### config.mk
export PLATFORM = sky130hd
export DESIGN_NAME = share_duty_combiner
export DESIGN_NICKNAME = d
export VERILOG_FILES = /design/src/rtl/share_pkg.sv /design/src/rtl/share_ref.sv /design/src/rtl/share_pi.sv /design/src/rtl/duty_sum.sv /design/src/rtl/share_duty_combiner.sv
export SDC_FILE = /design/constraint.sdc
export NUM_CORES = 1
export LEC_CHECK = 0
export BUFFER_PORTS_ARGS = -buffer_cell sky130_fd_sc_hd__buf_4
export CELL_PAD_IN_SITES_DETAIL_PLACEMENT = 1
export CELL_PAD_IN_SITES_GLOBAL_PLACEMENT = 2
export CORE_MARGIN = 5
export CORE_UTILIZATION = 41
export CTS_CLUSTER_DIAMETER = 200
export CTS_CLUSTER_SIZE = 8
export DETAILED_ROUTE_END_ITERATION = 7
export PLACE_DENSITY_LB_ADDON = 0.1
export SYNTH_ARGS = -nofsm -noshare
export SYNTH_HDL_FRONTEND = slang
export SYNTH_HIERARCHICAL = 1
export SYNTH_SLANG_ARGS = --single-unit
### constraint.sdc
create_clock -name clk -period 42.1 [get_ports clk]
set_input_delay 8.42 -clock clk [delete_from_list [all_inputs] [get_ports clk]]
set_output_delay 8.42 -clock clk [all_outputs]
set_load 0.01 [all_outputs]
### src/rtl/share_pkg.sv
package share_pkg;
  localparam int NPH = 2;

  typedef enum logic {
    REF_AVG  = 1'b0,
    REF_PEAK = 1'b1
  } ref_mode_e;
endpackage

### src/rtl/share_ref.sv
module share_ref import share_pkg::*; #(
  parameter int IW = 10
) (
  input  logic [NPH-1:0][IW-1:0] cur_i,
  input  ref_mode_e              mode_i,
  output logic [IW-1:0]          ref_o
);
  localparam int SH = $clog2(NPH);
  localparam int SW = IW + SH;

  logic [SW-1:0] sum;
  logic [IW-1:0] peak;
  logic [IW-1:0] avg;

  always_comb begin
    sum  = '0;
    peak = '0;
    for (int k = 0; k < NPH; k++) begin
      sum = sum + SW'(cur_i[k]);
      if (cur_i[k] > peak) peak = cur_i[k];
    end
    avg   = IW'(sum >> SH);
    ref_o = (mode_i == REF_PEAK) ? peak : avg;
  end
endmodule

### src/rtl/share_pi.sv
module share_pi #(
  parameter int IW      = 10,
  parameter int CW      = 10,
  parameter int INT_W   = 16,
  parameter int INT_LIM = 4000,
  parameter int KP_SH   = 1,
  parameter int KI_SH   = 4
) (
  input  logic                 clk,
  input  logic                 rst,
  input  logic                 en_i,
  input  logic                 take_i,
  input  logic [IW-1:0]        ref_i,
  input  logic [IW-1:0]        cur_i,
  input  logic [CW-2:0]        lim_i,
  output logic signed [CW-1:0] corr_o
);
  localparam int EW = IW + 1;
  localparam int SW = INT_W + 2;
  localparam logic signed [INT_W-1:0] ILIM = INT_W'(INT_LIM);

  logic signed [EW-1:0]    err;
  logic signed [INT_W:0]   integ_sum;
  logic signed [INT_W-1:0] integ_q, integ_nxt;
  logic signed [SW-1:0]    p_term, i_term, pi_sum, lim_s, pi_c;
  logic signed [CW-1:0]    corr_q, corr_nxt;
  logic signed [CW-1:0]    lim_pos;

  always_comb begin
    err       = $signed({1'b0, ref_i}) - $signed({1'b0, cur_i});
    integ_sum = (INT_W+1)'(integ_q) + (INT_W+1)'(err);
    if (integ_sum > (INT_W+1)'(ILIM))
      integ_nxt = ILIM;
    else if (integ_sum < -((INT_W+1)'(ILIM)))
      integ_nxt = -ILIM;
    else
      integ_nxt = INT_W'(integ_sum);

    p_term = SW'(err) >>> KP_SH;
    i_term = SW'(integ_nxt) >>> KI_SH;
    pi_sum = p_term + i_term;
    lim_s  = $signed(SW'(lim_i));
    if (pi_sum > lim_s)       pi_c = lim_s;
    else if (pi_sum < -lim_s) pi_c = -lim_s;
    else                      pi_c = pi_sum;
    corr_nxt = CW'(pi_c);

    if (!en_i)       corr_o = '0;
    else if (take_i) corr_o = corr_nxt;
    else             corr_o = corr_q;

    lim_pos = $signed({1'b0, lim_i});
  end

  always_ff @(posedge clk) begin
    if (rst || !en_i) begin
      integ_q <= '0;
      corr_q  <= '0;
    end else if (take_i) begin
      integ_q <= integ_nxt;
      corr_q  <= corr_nxt;
    end
  end

  // anti-windup keeps the integrator inside its band
  a_r5_integ_bound: assert property (@(posedge clk) disable iff (rst)
    (integ_q <= ILIM) && (integ_q >= -ILIM));

  // disabling clears all correction state
  a_r8_clear_off: assert property (@(posedge clk) disable iff (rst)
    !en_i |=> (integ_q == '0) && (corr_q == '0));

  // no beat, no change of stored correction
  a_r9_hold: assert property (@(posedge clk) disable iff (rst)
    (en_i && !take_i) |=> $stable(corr_q) && $stable(integ_q));

  // stored correction respects the limit seen on its beat
  a_r6_corr_limit: assert property (@(posedge clk) disable iff (rst)
    (en_i && take_i) |=> (corr_q <= $past(lim_pos)) && (corr_q >= -$past(lim_pos)));
endmodule

### src/rtl/duty_sum.sv
module duty_sum #(
  parameter int DW = 10,
  parameter int CW = 10
) (
  input  logic                 clk,
  input  logic                 rst,
  input  logic [DW-1:0]        cmd_i,
  input  logic signed [CW-1:0] corr_i,
  output logic [DW-1:0]        duty_o
);
  localparam int SW = ((DW > CW) ? DW : CW) + 2;
  localparam logic [DW-1:0] DMAX = {1'b0, {(DW-1){1'b1}}};

  logic signed [SW-1:0] sum;
  logic [DW-1:0]        duty_nxt;

  always_comb begin
    sum = $signed(SW'(cmd_i)) + SW'(corr_i);
    if (sum < 0)                       duty_nxt = '0;
    else if (sum > $signed(SW'(DMAX))) duty_nxt = DMAX;
    else                               duty_nxt = DW'(sum);
  end

  always_ff @(posedge clk) begin
    if (rst) duty_o <= '0;
    else     duty_o <= duty_nxt;
  end

  // duty never reaches half the period
  a_r7_duty_ceiling: assert property (@(posedge clk) disable iff (rst)
    duty_o <= DMAX);
endmodule

### src/rtl/share_duty_combiner.sv
module share_duty_combiner import share_pkg::*; #(
  parameter int IW      = 10,
  parameter int DW      = 10,
  parameter int CW      = 10,
  parameter int INT_W   = 16,
  parameter int INT_LIM = 4000,
  parameter int KP_SH   = 1,
  parameter int KI_SH   = 4
) (
  input  logic          clk,
  input  logic          rst,
  input  logic          share_en,
  input  logic          ref_sel,
  input  logic [CW-2:0] corr_lim,
  input  logic [DW-1:0] duty_cmd,
  input  logic          smp_valid,
  output logic          smp_ready,
  input  logic [IW-1:0] smp_cur_a,
  input  logic [IW-1:0] smp_cur_b,
  output logic [DW-1:0] duty_a,
  output logic [DW-1:0] duty_b
);
  logic [NPH-1:0][IW-1:0] cur;
  logic [IW-1:0]          share_ref_val;
  logic [NPH-1:0][DW-1:0] duty;
  logic                   rdy_q;
  logic                   take;

  assign cur[0]    = smp_cur_a;
  assign cur[1]    = smp_cur_b;
  assign smp_ready = rdy_q;
  assign take      = smp_valid && rdy_q;
  assign duty_a    = duty[0];
  assign duty_b    = duty[1];

  always_ff @(posedge clk) begin
    if (rst) rdy_q <= 1'b0;
    else     rdy_q <= 1'b1;
  end

  share_ref #(.IW(IW)) u_ref (
    .cur_i  (cur),
    .mode_i (ref_mode_e'(ref_sel)),
    .ref_o  (share_ref_val)
  );

  for (genvar p = 0; p < NPH; p++) begin : g_phase
    logic signed [CW-1:0] corr;

    share_pi #(
      .IW(IW), .CW(CW), .INT_W(INT_W), .INT_LIM(INT_LIM),
      .KP_SH(KP_SH), .KI_SH(KI_SH)
    ) u_pi (
      .clk    (clk),
      .rst    (rst),
      .en_i   (share_en),
      .take_i (take),
      .ref_i  (share_ref_val),
      .cur_i  (cur[p]),
      .lim_i  (corr_lim),
      .corr_o (corr)
    );

    duty_sum #(.DW(DW), .CW(CW)) u_sum (
      .clk    (clk),
      .rst    (rst),
      .cmd_i  (duty_cmd),
      .corr_i (corr),
      .duty_o (duty[p])
    );
  end

  // with sharing off both phases follow the same command
  a_r8_equal_when_off: assert property (@(posedge clk) disable iff (rst)
    !share_en |=> (duty_a == duty_b));

  // ready never drops once raised
  a_r10_ready_stays: assert property (@(posedge clk) disable iff (rst)
    smp_ready |=> smp_ready);
endmodule

==> results.py <==
metrics = {
    "outcome": {
        "outcome": "finished, final reports clean",
    },
    "timing": {
        "layout_setup_ws_ns": 20.43,
        "drv_slew": 0,
        "period_share_pct": 51.48,
        "tightest_slew_ns": 1.091,
        "rsz0062_at_grt": "false",
        "fmax_ghz": 0.04614,
        "layout_min_cycle_time_ns": 21.67,
        "setup_violations": 0,
        "slew_headroom_pct": 25.38,
        "finalSetupTns_ns": 0,
        "hold_violations": 0,
        "finClkSkew_ns": 0.01364,
    },
    "routing": {
        "drt_first_pass_iters": 5,
        "antenna_left": 0,
        "via_per_inst": 6.007,
        "wirelength_um": 35260,
        "drc": 0,
        "drt_iter0_drc": 571,
        "vias": 10723,
        "wl_per_cell_um": 19.76,
    },
    "job": {
        "maxCapViolCount": 0,
    },
    "logic_synthesis": {
        "synthCells": 1403,
        "synth_ff_type": "dfxtp_1",
        "synth-seq-cells": 73,
        "yosysWarnings": 6,
        "synth.avg_cell_area_sq_um": 7.666,
        "synth_edf_count": 0,
        "synthArstFlopShare_pct": 0,
        "ys_seq_area_share_pct": 13.59,
        "netlist_area_sq_um": 10760,
        "ys_types": 108,
        "synth_fp_nets": 1617,
    },
    "placement": {
        "post-place-ws_ns": 20.05,
        "place_inst": 1769,
        "numPortBuffers": 64,
        "gp_congestion": 0.8768,
        "dp_hpwl_um": 28940,
        "dpl_cell_area_sq_um": 11450,
    },
    "power": {
        "ir_drop_mv": 0.05160,
        "p_leak_nw": 5.297,
        "powerDensity_nw_per_um2": 71.95,
    },
    "final_layout": {
        "layout_commonest_cell": "ha_1",
        "finalNonFillerCells": 1785,
        "area_growth_pct": 9.248,
        "final_cell_mix": "161 x ha_1, 132 x inv_1, 126 x a21oi_1, 97 x nor2_1, 86 x nand2_1",
        "diodes": 0,
        "drive_above_1_share_pct": 9.931,
        "fin_area_sq_um": 11750,
        "num-nets-final": 1659,
    },
    "die": {
        "die_h_um": 172.0,
        "start_util_pct": 41.51,
        "num_rows": 59,
        "num_io_pins": 65,
        "core_area_sq_um": 25910,
        "die_area_sq_um": 29570,
        "die_x_um": 172.0,
    },
    "clocking": {
        "clkLatencyLatePin_ns": 0.36,
        "postCtsHoldBufs": 0,
        "cts_tree": "yes",
        "clk_pin_slew_ns": 0.07,
        "cts.sinks": 73,
        "root_buffer": "clkbuf_16",
        "cts_buffer_depth": 2,
        "post_cts_buffers": 0,
        "cts_resized": 0,
        "htree_num_levels": 3,
        "cts_buffers": 9,
    },
    "setup_path": {
        "end_kind": "register",
        "cpMaxStageDelayCell": "a2111oi_0",
        "cpPeakStageDelay_ns": 0.95,
        "crit_arrival_ns": 21.88,
        "crit_path_start_kind": "primary input",
        "crit_type": "primary input to register",
        "cp_max_fo": 15,
        "crit_required_ns": 42.31,
    },
    "grt": {
        "grt_max_degree": 71,
        "grt_use_total_pct": 23.97,
        "first_global_vias": 10914,
        "grt_first_pass_wirelength_um": 57330,
        "overflow": 0,
        "antenna_found_initial": 0,
    },
    "worst_hold_path": {
        "hp-class": "register to register",
    },
}
flip-flops by register name, summed over array words and instances (netlist names):
name                  flops
g_phase.u_pi/integ_q     32
g_phase.u_sum/duty_o     20
g_phase.u_pi/corr_q      20
smp_ready                 1
kinds of logic (layout without fill, tap and decap cells):
| group | Yosys count | count (layout) | synth area share, % |
|---|---|---|---|
| buffers and inverters | 170 | 217 | 6.829 |
| adder cells (fa/ha/maj) | 171 | 171 | 20.51 |
| AND/OR/NAND/NOR | 401 | 401 | 19.00 |
| flip-flops | 73 | 73 | 13.59 |
| other | 2 | 2 | 0.06983 |
| AO/OA/AOI/OAI | 492 | 492 | 32.03 |
| XOR/XNOR | 72 | 72 | 5.863 |
| multiplexers | 22 | 22 | 2.117 |
final cells by class:
class | count | area (sq um)
clock buffer | 9 | 225.2
inverter | 133 | 499.2
multi-input combinational | 1160 | 8563
tap | 335 | 419.2
clock inverter | 7 | 71.32
timing repair buffer | 68 | 510.5
fill | 3253 | 14160
sequential | 73 | 1461
per-stage QoR:
stage | utilization [%] | total power, mW | hold WS, ns
global placement | 44.20 | 0.7440 | 0.4488
CTS | 45.35 | 0.8432 | 0.4706
global route | 45.35 | 0.9240 | 0.4843
detailed placement | 44.20 | 0.7565 | 0.4484
floorplan | - | 0.5815 | 0.4341
finish | 45.35 | 0.8454 | 0.4637
synthesized netlist by cell type (25+ instances only):
master    number  area [sq um]
ha_1         161          2014
inv_1        132         495.5
a21oi_1      126         630.6
nor2_1        97         364.1
nand2_1       86         322.8
o21ai_0       83         415.4
dfxtp_1       73          1461
nand3_1       58         290.3
xnor2_1       45         394.1
a21o_1        30         225.2
nor3_1        27         135.1
xor2_1        27         236.5
nand2b_1      25         156.4
worst paths after layout:
kind | startpoint | endpoint | slack (ns) | cells past startpoint
min | g_phase[1].u_pi/integ_q[14] | g_phase[1].u_pi/integ_q[14] | 0.46 | 1
max reg2reg | g_phase[1].u_pi/integ_q[0] | g_phase[1].u_sum/duty_o[0] | 31.78 | 35
min reg2reg | g_phase[1].u_pi/integ_q[14] | g_phase[1].u_pi/integ_q[14] | 0.46 | 1
max | smp_cur_a[9] | g_phase[1].u_sum/duty_o[0] | 20.43 | 52
critical path: cells and delay by family:
kind                     cells  cell delay [ns]
AO/OA/AOI/OAI               24             7.87
XOR/XNOR                     1             0.22
adder cells (fa/ha/maj)      7             2.21
buffers and inverters        4             0.33
multiplexers                 2             0.37
AND/OR/NAND/NOR             14             2.41
layer usage:
layer / GRT usage [%] / wire length [um] / vias up
met1: 32.59 / 16830 / 5179
met3: 2.743 / 1222 / 51
met2: 39.75 / 16140 / 213
met4: 7.690 / 1071 / 0
met5: 0 / 0 / -
li1: - / - / 5280
power by group:
part,leakage [nW],total (mW),switching [mW],internal (mW)
clock,0.146,0.0792,0.0373,0.0419
combinational,4.55,0.682,0.419,0.263
sequential,0.599,0.0840,0.00384,0.0802
Power figures use the tool's default switching activity.
